==> src/rtl/cmdq_pkg.sv <==
package cmdq_pkg;
  localparam int ID_W      = 5;
  localparam int MAX_TASKS = 32;
  localparam int CNT_W     = 16;
  localparam int ADDR_W    = 32;
  localparam int IDX_W     = 6;

  localparam logic [IDX_W-1:0] IDX_STATUS  = 6'd13;
  localparam logic [IDX_W-1:0] IDX_PARAMS  = 6'd44;
  localparam logic [IDX_W-1:0] IDX_ADDR    = 6'd45;
  localparam logic [IDX_W-1:0] IDX_EXEC_RD = 6'd46;
  localparam logic [IDX_W-1:0] IDX_EXEC_WR = 6'd47;
  localparam logic [IDX_W-1:0] IDX_MGMT    = 6'd48;

  localparam logic [3:0] OP_CLR_ALL = 4'h1;
  localparam logic [3:0] OP_CLR_ONE = 4'h2;

  typedef enum logic [1:0] {T_UNUSED, T_PENDING, T_READY, T_ACTIVE} slot_state_e;

  // strobes from control to the slot store
  typedef struct packed {
    logic              commit;
    logic              exec;
    logic              clrOne;
    logic              clrAll;
    logic [ID_W-1:0]   id;
    logic              dirRead;
    logic              highPrio;
    logic [CNT_W-1:0]  count;
    logic [ADDR_W-1:0] addr;
  } qstrobe_t;
endpackage

==> src/rtl/cmdq_ctrl.sv <==
module cmdq_ctrl
  import cmdq_pkg::*;
#(
  parameter int NUM_SLOTS = 32
) (
  input  logic                 clk,
  input  logic                 rstN,
  input  logic                 cmdValid,
  input  logic [IDX_W-1:0]     cmdIndex,
  input  logic [31:0]          cmdArg,
  input  logic                 cfgEnable,
  input  logic [4:0]           cfgDepthN,
  input  logic [31:0]          legacyStatus,
  input  logic [MAX_TASKS-1:0] readyMap,
  input  logic [MAX_TASKS-1:0] busyMap,
  input  logic [MAX_TASKS-1:0] dirMap,
  output qstrobe_t             strb,
  output logic                 rspValid,
  output logic [31:0]          rspData,
  output logic                 errFlag
);
  logic [5:0]           depthEff;
  logic [MAX_TASKS-1:0] depthMask;
  logic [ID_W-1:0]      argId;
  logic                 argInRange;
  logic                 wantRead;
  logic                 errNext, rspNext, stageLoad;

  logic                 stageValid;
  logic [ID_W-1:0]      stageId;
  logic                 stageDir, stagePrio;
  logic [CNT_W-1:0]     stageCount;

  logic unusedArgBits;
  assign unusedArgBits = ^{cmdArg[31], cmdArg[29:24], cmdArg[22:21]};

  assign argId    = cmdArg[20:16];
  assign wantRead = (cmdIndex == IDX_EXEC_RD);

  always_comb begin
    depthEff = {1'b0, cfgDepthN} + 6'd1;
    if (depthEff > 6'(NUM_SLOTS)) depthEff = 6'(NUM_SLOTS);
    for (int i = 0; i < MAX_TASKS; i++) depthMask[i] = (i < int'(depthEff));
  end

  assign argInRange = ({1'b0, argId} < depthEff);

  always_comb begin
    strb        = '0;
    strb.clrAll = !cfgEnable;
    errNext     = 1'b0;
    rspNext     = 1'b0;
    stageLoad   = 1'b0;
    if (cmdValid) begin
      case (cmdIndex)
        IDX_PARAMS: begin
          if (!cfgEnable || !argInRange) errNext = 1'b1;
          else stageLoad = 1'b1;
        end
        IDX_ADDR: begin
          if (!cfgEnable || !stageValid || busyMap[stageId]) errNext = 1'b1;
          else begin
            strb.commit   = 1'b1;
            strb.id       = stageId;
            strb.dirRead  = stageDir;
            strb.highPrio = stagePrio;
            strb.count    = stageCount;
            strb.addr     = cmdArg;
          end
        end
        IDX_EXEC_RD, IDX_EXEC_WR: begin
          if (!cfgEnable || !argInRange || !readyMap[argId] || (dirMap[argId] != wantRead))
            errNext = 1'b1;
          else begin
            strb.exec = 1'b1;
            strb.id   = argId;
          end
        end
        IDX_MGMT: begin
          if (!cfgEnable) errNext = 1'b1;
          else if (cmdArg[3:0] == OP_CLR_ALL) strb.clrAll = 1'b1;
          else if (cmdArg[3:0] == OP_CLR_ONE && argInRange) begin
            strb.clrOne = 1'b1;
            strb.id     = argId;
          end else errNext = 1'b1;
        end
        IDX_STATUS: rspNext = 1'b1;
        default: ;
      endcase
    end
  end

  always_ff @(posedge clk) begin
    if (!rstN) begin
      errFlag    <= 1'b0;
      rspValid   <= 1'b0;
      rspData    <= '0;
      stageValid <= 1'b0;
      stageId    <= '0;
      stageDir   <= 1'b0;
      stagePrio  <= 1'b0;
      stageCount <= '0;
    end else begin
      errFlag  <= errNext;
      rspValid <= rspNext;
      if (rspNext) rspData <= cmdArg[15] ? (readyMap & depthMask) : legacyStatus;
      if (!cfgEnable)    stageValid <= 1'b0;
      else if (cmdValid) stageValid <= stageLoad;
      if (stageLoad) begin
        stageId    <= argId;
        stageDir   <= cmdArg[30];
        stagePrio  <= cmdArg[23];
        stageCount <= cmdArg[15:0];
      end
    end
  end
endmodule

==> src/rtl/cmdq_store.sv <==
module cmdq_store
  import cmdq_pkg::*;
#(
  parameter int NUM_SLOTS   = 32,
  parameter int PREP_CYCLES = 3
) (
  input  logic                 clk,
  input  logic                 rstN,
  input  qstrobe_t             strb,
  input  logic                 xferDone,
  output logic [MAX_TASKS-1:0] readyMap,
  output logic [MAX_TASKS-1:0] busyMap,
  output logic [MAX_TASKS-1:0] dirMap,
  output logic                 execStart,
  output logic [ID_W-1:0]      execId,
  output logic                 execRead,
  output logic                 execHighPrio,
  output logic [ADDR_W-1:0]    execAddr,
  output logic [CNT_W-1:0]     execCount
);
  localparam int PREP_W = $clog2(PREP_CYCLES + 1);
  localparam int SLOT_W = (NUM_SLOTS > 1) ? $clog2(NUM_SLOTS) : 1;

  logic              slotDir  [NUM_SLOTS];
  logic              slotPrio [NUM_SLOTS];
  logic [ADDR_W-1:0] slotAddr [NUM_SLOTS];
  logic [CNT_W-1:0]  slotCount[NUM_SLOTS];

  for (genvar i = 0; i < MAX_TASKS; i++) begin : g_slot
    if (i < NUM_SLOTS) begin : g_live
      slot_state_e       stateQ;
      logic [PREP_W-1:0] prepQ;
      logic              dirQ, prioQ;
      logic [ADDR_W-1:0] addrQ;
      logic [CNT_W-1:0]  countQ;
      logic              hit;

      assign hit = (strb.id == ID_W'(i));

      always_ff @(posedge clk) begin
        if (!rstN) begin
          stateQ <= T_UNUSED;
          prepQ  <= '0;
        end else if (strb.clrAll || (strb.clrOne && hit)) begin
          stateQ <= T_UNUSED;
        end else if (strb.commit && hit) begin
          stateQ <= T_PENDING;
          prepQ  <= PREP_W'(PREP_CYCLES);
        end else if (strb.exec && hit) begin
          stateQ <= T_ACTIVE;
        end else begin
          case (stateQ)
            T_PENDING: begin
              if (prepQ == PREP_W'(1)) stateQ <= T_READY;
              else prepQ <= prepQ - PREP_W'(1);
            end
            T_ACTIVE: if (xferDone) stateQ <= T_UNUSED;
            default: ;
          endcase
        end
      end

      always_ff @(posedge clk) begin
        if (!rstN) begin
          dirQ   <= 1'b0;
          prioQ  <= 1'b0;
          addrQ  <= '0;
          countQ <= '0;
        end else if (strb.commit && hit) begin
          dirQ   <= strb.dirRead;
          prioQ  <= strb.highPrio;
          addrQ  <= strb.addr;
          countQ <= strb.count;
        end
      end

      assign readyMap[i]  = (stateQ == T_READY);
      assign busyMap[i]   = (stateQ != T_UNUSED);
      assign dirMap[i]    = dirQ;
      assign slotDir[i]   = dirQ;
      assign slotPrio[i]  = prioQ;
      assign slotAddr[i]  = addrQ;
      assign slotCount[i] = countQ;
    end else begin : g_none
      assign readyMap[i] = 1'b0;
      assign busyMap[i]  = 1'b1;
      assign dirMap[i]   = 1'b0;
    end
  end

  logic [SLOT_W-1:0] selIdx;
  assign selIdx = strb.id[SLOT_W-1:0];

  always_ff @(posedge clk) begin
    if (!rstN) begin
      execStart    <= 1'b0;
      execId       <= '0;
      execRead     <= 1'b0;
      execHighPrio <= 1'b0;
      execAddr     <= '0;
      execCount    <= '0;
    end else begin
      execStart <= strb.exec;
      if (strb.exec) begin
        execId       <= strb.id;
        execRead     <= slotDir[selIdx];
        execHighPrio <= slotPrio[selIdx];
        execAddr     <= slotAddr[selIdx];
        execCount    <= slotCount[selIdx];
      end
    end
  end
endmodule

==> src/rtl/cmdq_task_mgr.sv <==
module cmdq_task_mgr
  import cmdq_pkg::*;
#(
  parameter int NUM_SLOTS   = 32,
  parameter int PREP_CYCLES = 3
) (
  input  logic        clk,
  input  logic        rstN,
  input  logic        cmdValid,
  input  logic [5:0]  cmdIndex,
  input  logic [31:0] cmdArg,
  input  logic        xferDone,
  input  logic        cfgEnable,
  input  logic [4:0]  cfgDepthN,
  input  logic [31:0] legacyStatus,
  output logic        rspValid,
  output logic [31:0] rspData,
  output logic        errFlag,
  output logic        execStart,
  output logic [4:0]  execId,
  output logic        execRead,
  output logic        execHighPrio,
  output logic [31:0] execAddr,
  output logic [15:0] execCount
);
  qstrobe_t             strb;
  logic [MAX_TASKS-1:0] readyMap, busyMap, dirMap;

  cmdq_ctrl #(.NUM_SLOTS(NUM_SLOTS)) ctrl_i (
    .clk(clk), .rstN(rstN), .cmdValid(cmdValid), .cmdIndex(cmdIndex), .cmdArg(cmdArg),
    .cfgEnable(cfgEnable), .cfgDepthN(cfgDepthN), .legacyStatus(legacyStatus),
    .readyMap(readyMap), .busyMap(busyMap), .dirMap(dirMap), .strb(strb),
    .rspValid(rspValid), .rspData(rspData), .errFlag(errFlag)
  );

  cmdq_store #(.NUM_SLOTS(NUM_SLOTS), .PREP_CYCLES(PREP_CYCLES)) store_i (
    .clk(clk), .rstN(rstN), .strb(strb), .xferDone(xferDone),
    .readyMap(readyMap), .busyMap(busyMap), .dirMap(dirMap),
    .execStart(execStart), .execId(execId), .execRead(execRead),
    .execHighPrio(execHighPrio), .execAddr(execAddr), .execCount(execCount)
  );
endmodule

==> config.mk <==
export PLATFORM = sky130hd
export DESIGN_NAME = cmdq_task_mgr
export DESIGN_NICKNAME = d
export VERILOG_FILES = /design/src/rtl/cmdq_pkg.sv /design/src/rtl/cmdq_ctrl.sv /design/src/rtl/cmdq_store.sv /design/src/rtl/cmdq_task_mgr.sv
export SDC_FILE = /design/constraint.sdc
export NUM_CORES = 2
export LEC_CHECK = 0
export BUFFER_PORTS_ARGS = -buffer_cell sky130_fd_sc_hd__buf_2
export CELL_PAD_IN_SITES_DETAIL_PLACEMENT = 1
export CELL_PAD_IN_SITES_GLOBAL_PLACEMENT = 1
export CORE_MARGIN = 2
export CORE_UTILIZATION = 52
export CTS_BUF_LIST = sky130_fd_sc_hd__clkbuf_4
export CTS_CLUSTER_DIAMETER = 120
export DETAILED_ROUTE_END_ITERATION = 6
export PLACE_DENSITY = 0.84
export SETUP_SLACK_MARGIN = 0.5
export SYNTH_ARGS = -nofsm -noshare
export SYNTH_HDL_FRONTEND = slang
export SYNTH_SLANG_ARGS = --single-unit
==> constraint.sdc <==
create_clock -name clk -period 11.45 [get_ports clk]
set_clock_uncertainty 0.1 [all_clocks]
set_input_delay 3.435 -clock clk [delete_from_list [all_inputs] [get_ports clk]]
set_output_delay 3.435 -clock clk [all_outputs]
set_load 0.01 [all_outputs]
==> qor.txt <==
Synth async-reset ratio - 0
Final Cell Area - 85730 sq um
CTS root buffer - clkbuf_4
Worst-path clk slew - 0.06 ns
Placed cell areas - 79830 sq um
Crit path kind - in -> reg
Total track usage - 0.4550
Nets - 10.17k
Commonest non-fill, non-tap cell in the layout - nand2_1
Fin crit share - 0.7377
Worst Path Arrival - 9.69 ns
CP endpoint kind - flip-flop
Final wirelength - 362.7 mm
Synth top area cells - dfxtp_1 (47%), nand2_1 (16%), a21oi_1 (12%)
Hold Crit Class - reg -> reg
Synthesized Nets - 10.34k
Area Overhead vs Synth - 9.520%
Residual DRC count - 1
H-tree depth - 5
Inserted Clock Buffers - 493
Critical Path RT - 12.69 ns
Syn. warnings - 0
Clock latency on the worst-skew pair - 1.50 ns
Commonest cells after routing, fill and taps aside - nand2_1 (3401), dfxtp_1 (1840), a21oi_1 (1814)
RSZ-0062 raised after global routing - no
CP delay by family, top - simple AND/OR/NAND/NOR gates
FP Rows - 142
Post-Syn Instances - 10.23k
Final setup viols - 0
Routed Antenna Nets - 0
Crit path max fanout - 22
Chip width - 392.0 um
Max incr delay on CP - 1.13 ns
Antenna violations before repair - 24
Critical path, cell by cell - buf_2 -> ha_1 -> nand2_1 -> nand2_1 -> nand2_1 -> ha_1 -> o21a_1 -> o21ai_1 -> a21oi_1 -> nand2b_1 -> nor2_1 -> nand2_1 -> o21ai_2 -> a211oi_2 -> buf_4 -> nand2_1 -> nor2_4 -> buf_4 -> nand2_1 -> a21oi_1
Longest Clk Path Bufs - 4
Top FF cell, synth - dfxtp_1
Yosys top cell area share - 0.4711
Cell depth of the worst setup path - 20
Setup crit start kind - input pin
GPL Wtd Cong - 0.9446
Buffers on Ports - 169
Core box area - 149600 sq um
Grt total ovfl - 0
DR WL/cell - 29.22 um
Buffers plus inverters on the worst setup path - 3
First-pass GRT wire length - 528.0 mm
Max cap viols - 1
Worst Max-Slew Pin Slew - 1.503 ns
Min cycle time layout - 8.447 ns
Peak VDD IR - 0.1030 mV
Yosys reg bits - 1842
Fmax - 0.1184 GHz
Synth area leader - dfxtp_1
Rel. slew slack - -0.007709
Layout cell share with drive strength beyond 1 - 0.1205
Largest net degree at the start of global routing - 256
Hold buffer count at cts - 0
Initial Util - 0.5232
Number of flops mapped to enable cells by yosys - 0
Vias in the first global route - 83.77k
Slowest CP cell - nor2_4
Setup TNS - 0 ns
Failing checks - design-rule violations, max-capacitance violations, max-slew violations
Post-DP HPWL - 198.2 mm
Avg Synthesized Cell Area - 7.655 sq um
CTS tree - done
Resize count post-CTS - 0
Via count - 84.00k
Die height - 392.0 um
Die area - 153600 sq um
Avg Vias per Cell - 6.769
FF-to-FF path depth - 15
Worst hold path cell count - 2
CP most frequent cell - nand2_1
P per Cell Area - 145.3 nW/um^2
Netlist cell types - 88
DR iter-0 viols - 11.54k
Status - finished, violations left
Sequential fraction of the synthesis area - 0.4711
DR pass1 iterations - 7
Max Slew Vio Count - 6
Hold Vio Cnt, Final - 0
Clock Sinks - 1842
I/O pin count - 170
Post-CTS Setup Inserts - 0
Synthesized area - 78280 sq um
Leak - 27.50 nW
stage by stage:
stage               power [mW]  setup WS (ns)  utilization  std cells  hold slack [ns]
floorplan                6.749          3.978            -      10226           0.3289
global placement         6.843          2.147       0.5336      11570           0.3348
detailed placement       6.847          1.878       0.5336      11570           0.3432
CTS                      12.43          3.264       0.5727      12388           0.3517
global route             12.83          2.888       0.5729      12399           0.3662
finish                   12.46          3.003       0.5730      12410           0.3515
cells in the mapped netlist (37+ instances only):
library cell	n
a22o_1	306
o22ai_1	163
dfxtp_1	1842
nand2_1	3414
a221oi_1	325
a211oi_1	67
inv_1	49
nor2_1	188
nor3_1	108
o21ai_0	157
a22oi_1	136
buf_2	129
ha_1	37
nand3_1	66
a21oi_1	1815
clkbuf_1	838
area by class of cell:
cell class / count / area [sq um]
Clock buffer: 729 / 5473
Sequential cell: 1842 / 36880
Timing Repair Buffer: 367 / 2658
Fill cell: 18624 / 63870
Clock inverter: 89 / 371.6
Tap cell: 2016 / 2522
Multi-Input combinational cell: 7293 / 37570
Antenna cell: 22 / 55.05
Inverter: 52 / 202.7
metal layers:
layer | global-route usage | routed length (um)
met5 | 0 | 221
met4 | 0.3022 | 25430
met3 | 0.1289 | 45670
met2 | 0.6872 | 156800
met1 | 0.5650 | 134600
sequential cells by signal (all words and copies together), names as in the netlist:
register,cells
ctrl_i.stageValid,1
store_i.execHighPrio,1
store_i.execRead,1
store_i.execId,5
store_i.g_slot.g_live.addrQ,1024
ctrl_i.stagePrio,1
ctrl_i.stageDir,1
store_i.execStart,1
ctrl_i.rspValid,1
store_i.g_slot.g_live.prioQ,32
store_i.g_slot.g_live.prepQ,64
store_i.g_slot.g_live.stateQ,64
store_i.execAddr,32
ctrl_i.stageId,5
store_i.execCount,16
ctrl_i.stageCount,16
ctrl_i.errFlag,1
store_i.g_slot.g_live.dirQ,32
ctrl_i.rspData,32
store_i.g_slot.g_live.countQ,512
power by group:
part	total (mW)	switching [mW]	leakage, nW	internal [mW]
Sequential	6.41	0.00115	14.8	6.41
Combinational	0.308	0.262	9.13	0.0460
Clock	5.74	2.86	3.54	2.89
Total	12.5	3.12	27.5	9.34
worst register-to-register path, cell delays in order (launching register included):
cell and delay [ns]:
dfxtp_1 0.55, buf_4 0.38, nor4b_1 0.65, nor3_1 0.11, a22oi_1 0.35, nand3_1 0.30
o22ai_2 0.75, and2_1 0.52, a22o_1 0.21, or2_1 0.31, and2_1 0.40, buf_4 0.34
and3_1 0.28, nand2_4 0.64, a211oi_1 0.64, o211a_1 0.18
cells by family after synthesis:
| group | share of synthesized area |
|---|---|
| AOI/OAI and AO/OA | 0.2538 |
| xor gates and xnor gates | 0.0003357 |
| buffers and inverters | 0.05577 |
| adders and majority gates | 0.005914 |
| and+or+nand+nor | 0.2074 |
| DFF | 0.4711 |
| muxes | 0.005659 |
path summary, 6_finish.rpt:
| path | startpoint | endpoint | slack [ns] |
|---|---|---|---|
| worst max-delay path | cfgDepthN[0] | store_i.g_slot[15].g_live.addrQ[11] | 3.00 |
| worst min-delay path | store_i.g_slot[4].g_live.addrQ[13] | store_i.g_slot[4].g_live.addrQ[13] | 0.35 |
| worst max register to register | ctrl_i.stageId[0] | store_i.g_slot[21].g_live.prepQ[0] | 4.68 |
| worst min register to register | store_i.g_slot[4].g_live.addrQ[13] | store_i.g_slot[4].g_live.addrQ[13] | 0.35 |
Note: power is estimated with default switching activity, not from simulation.
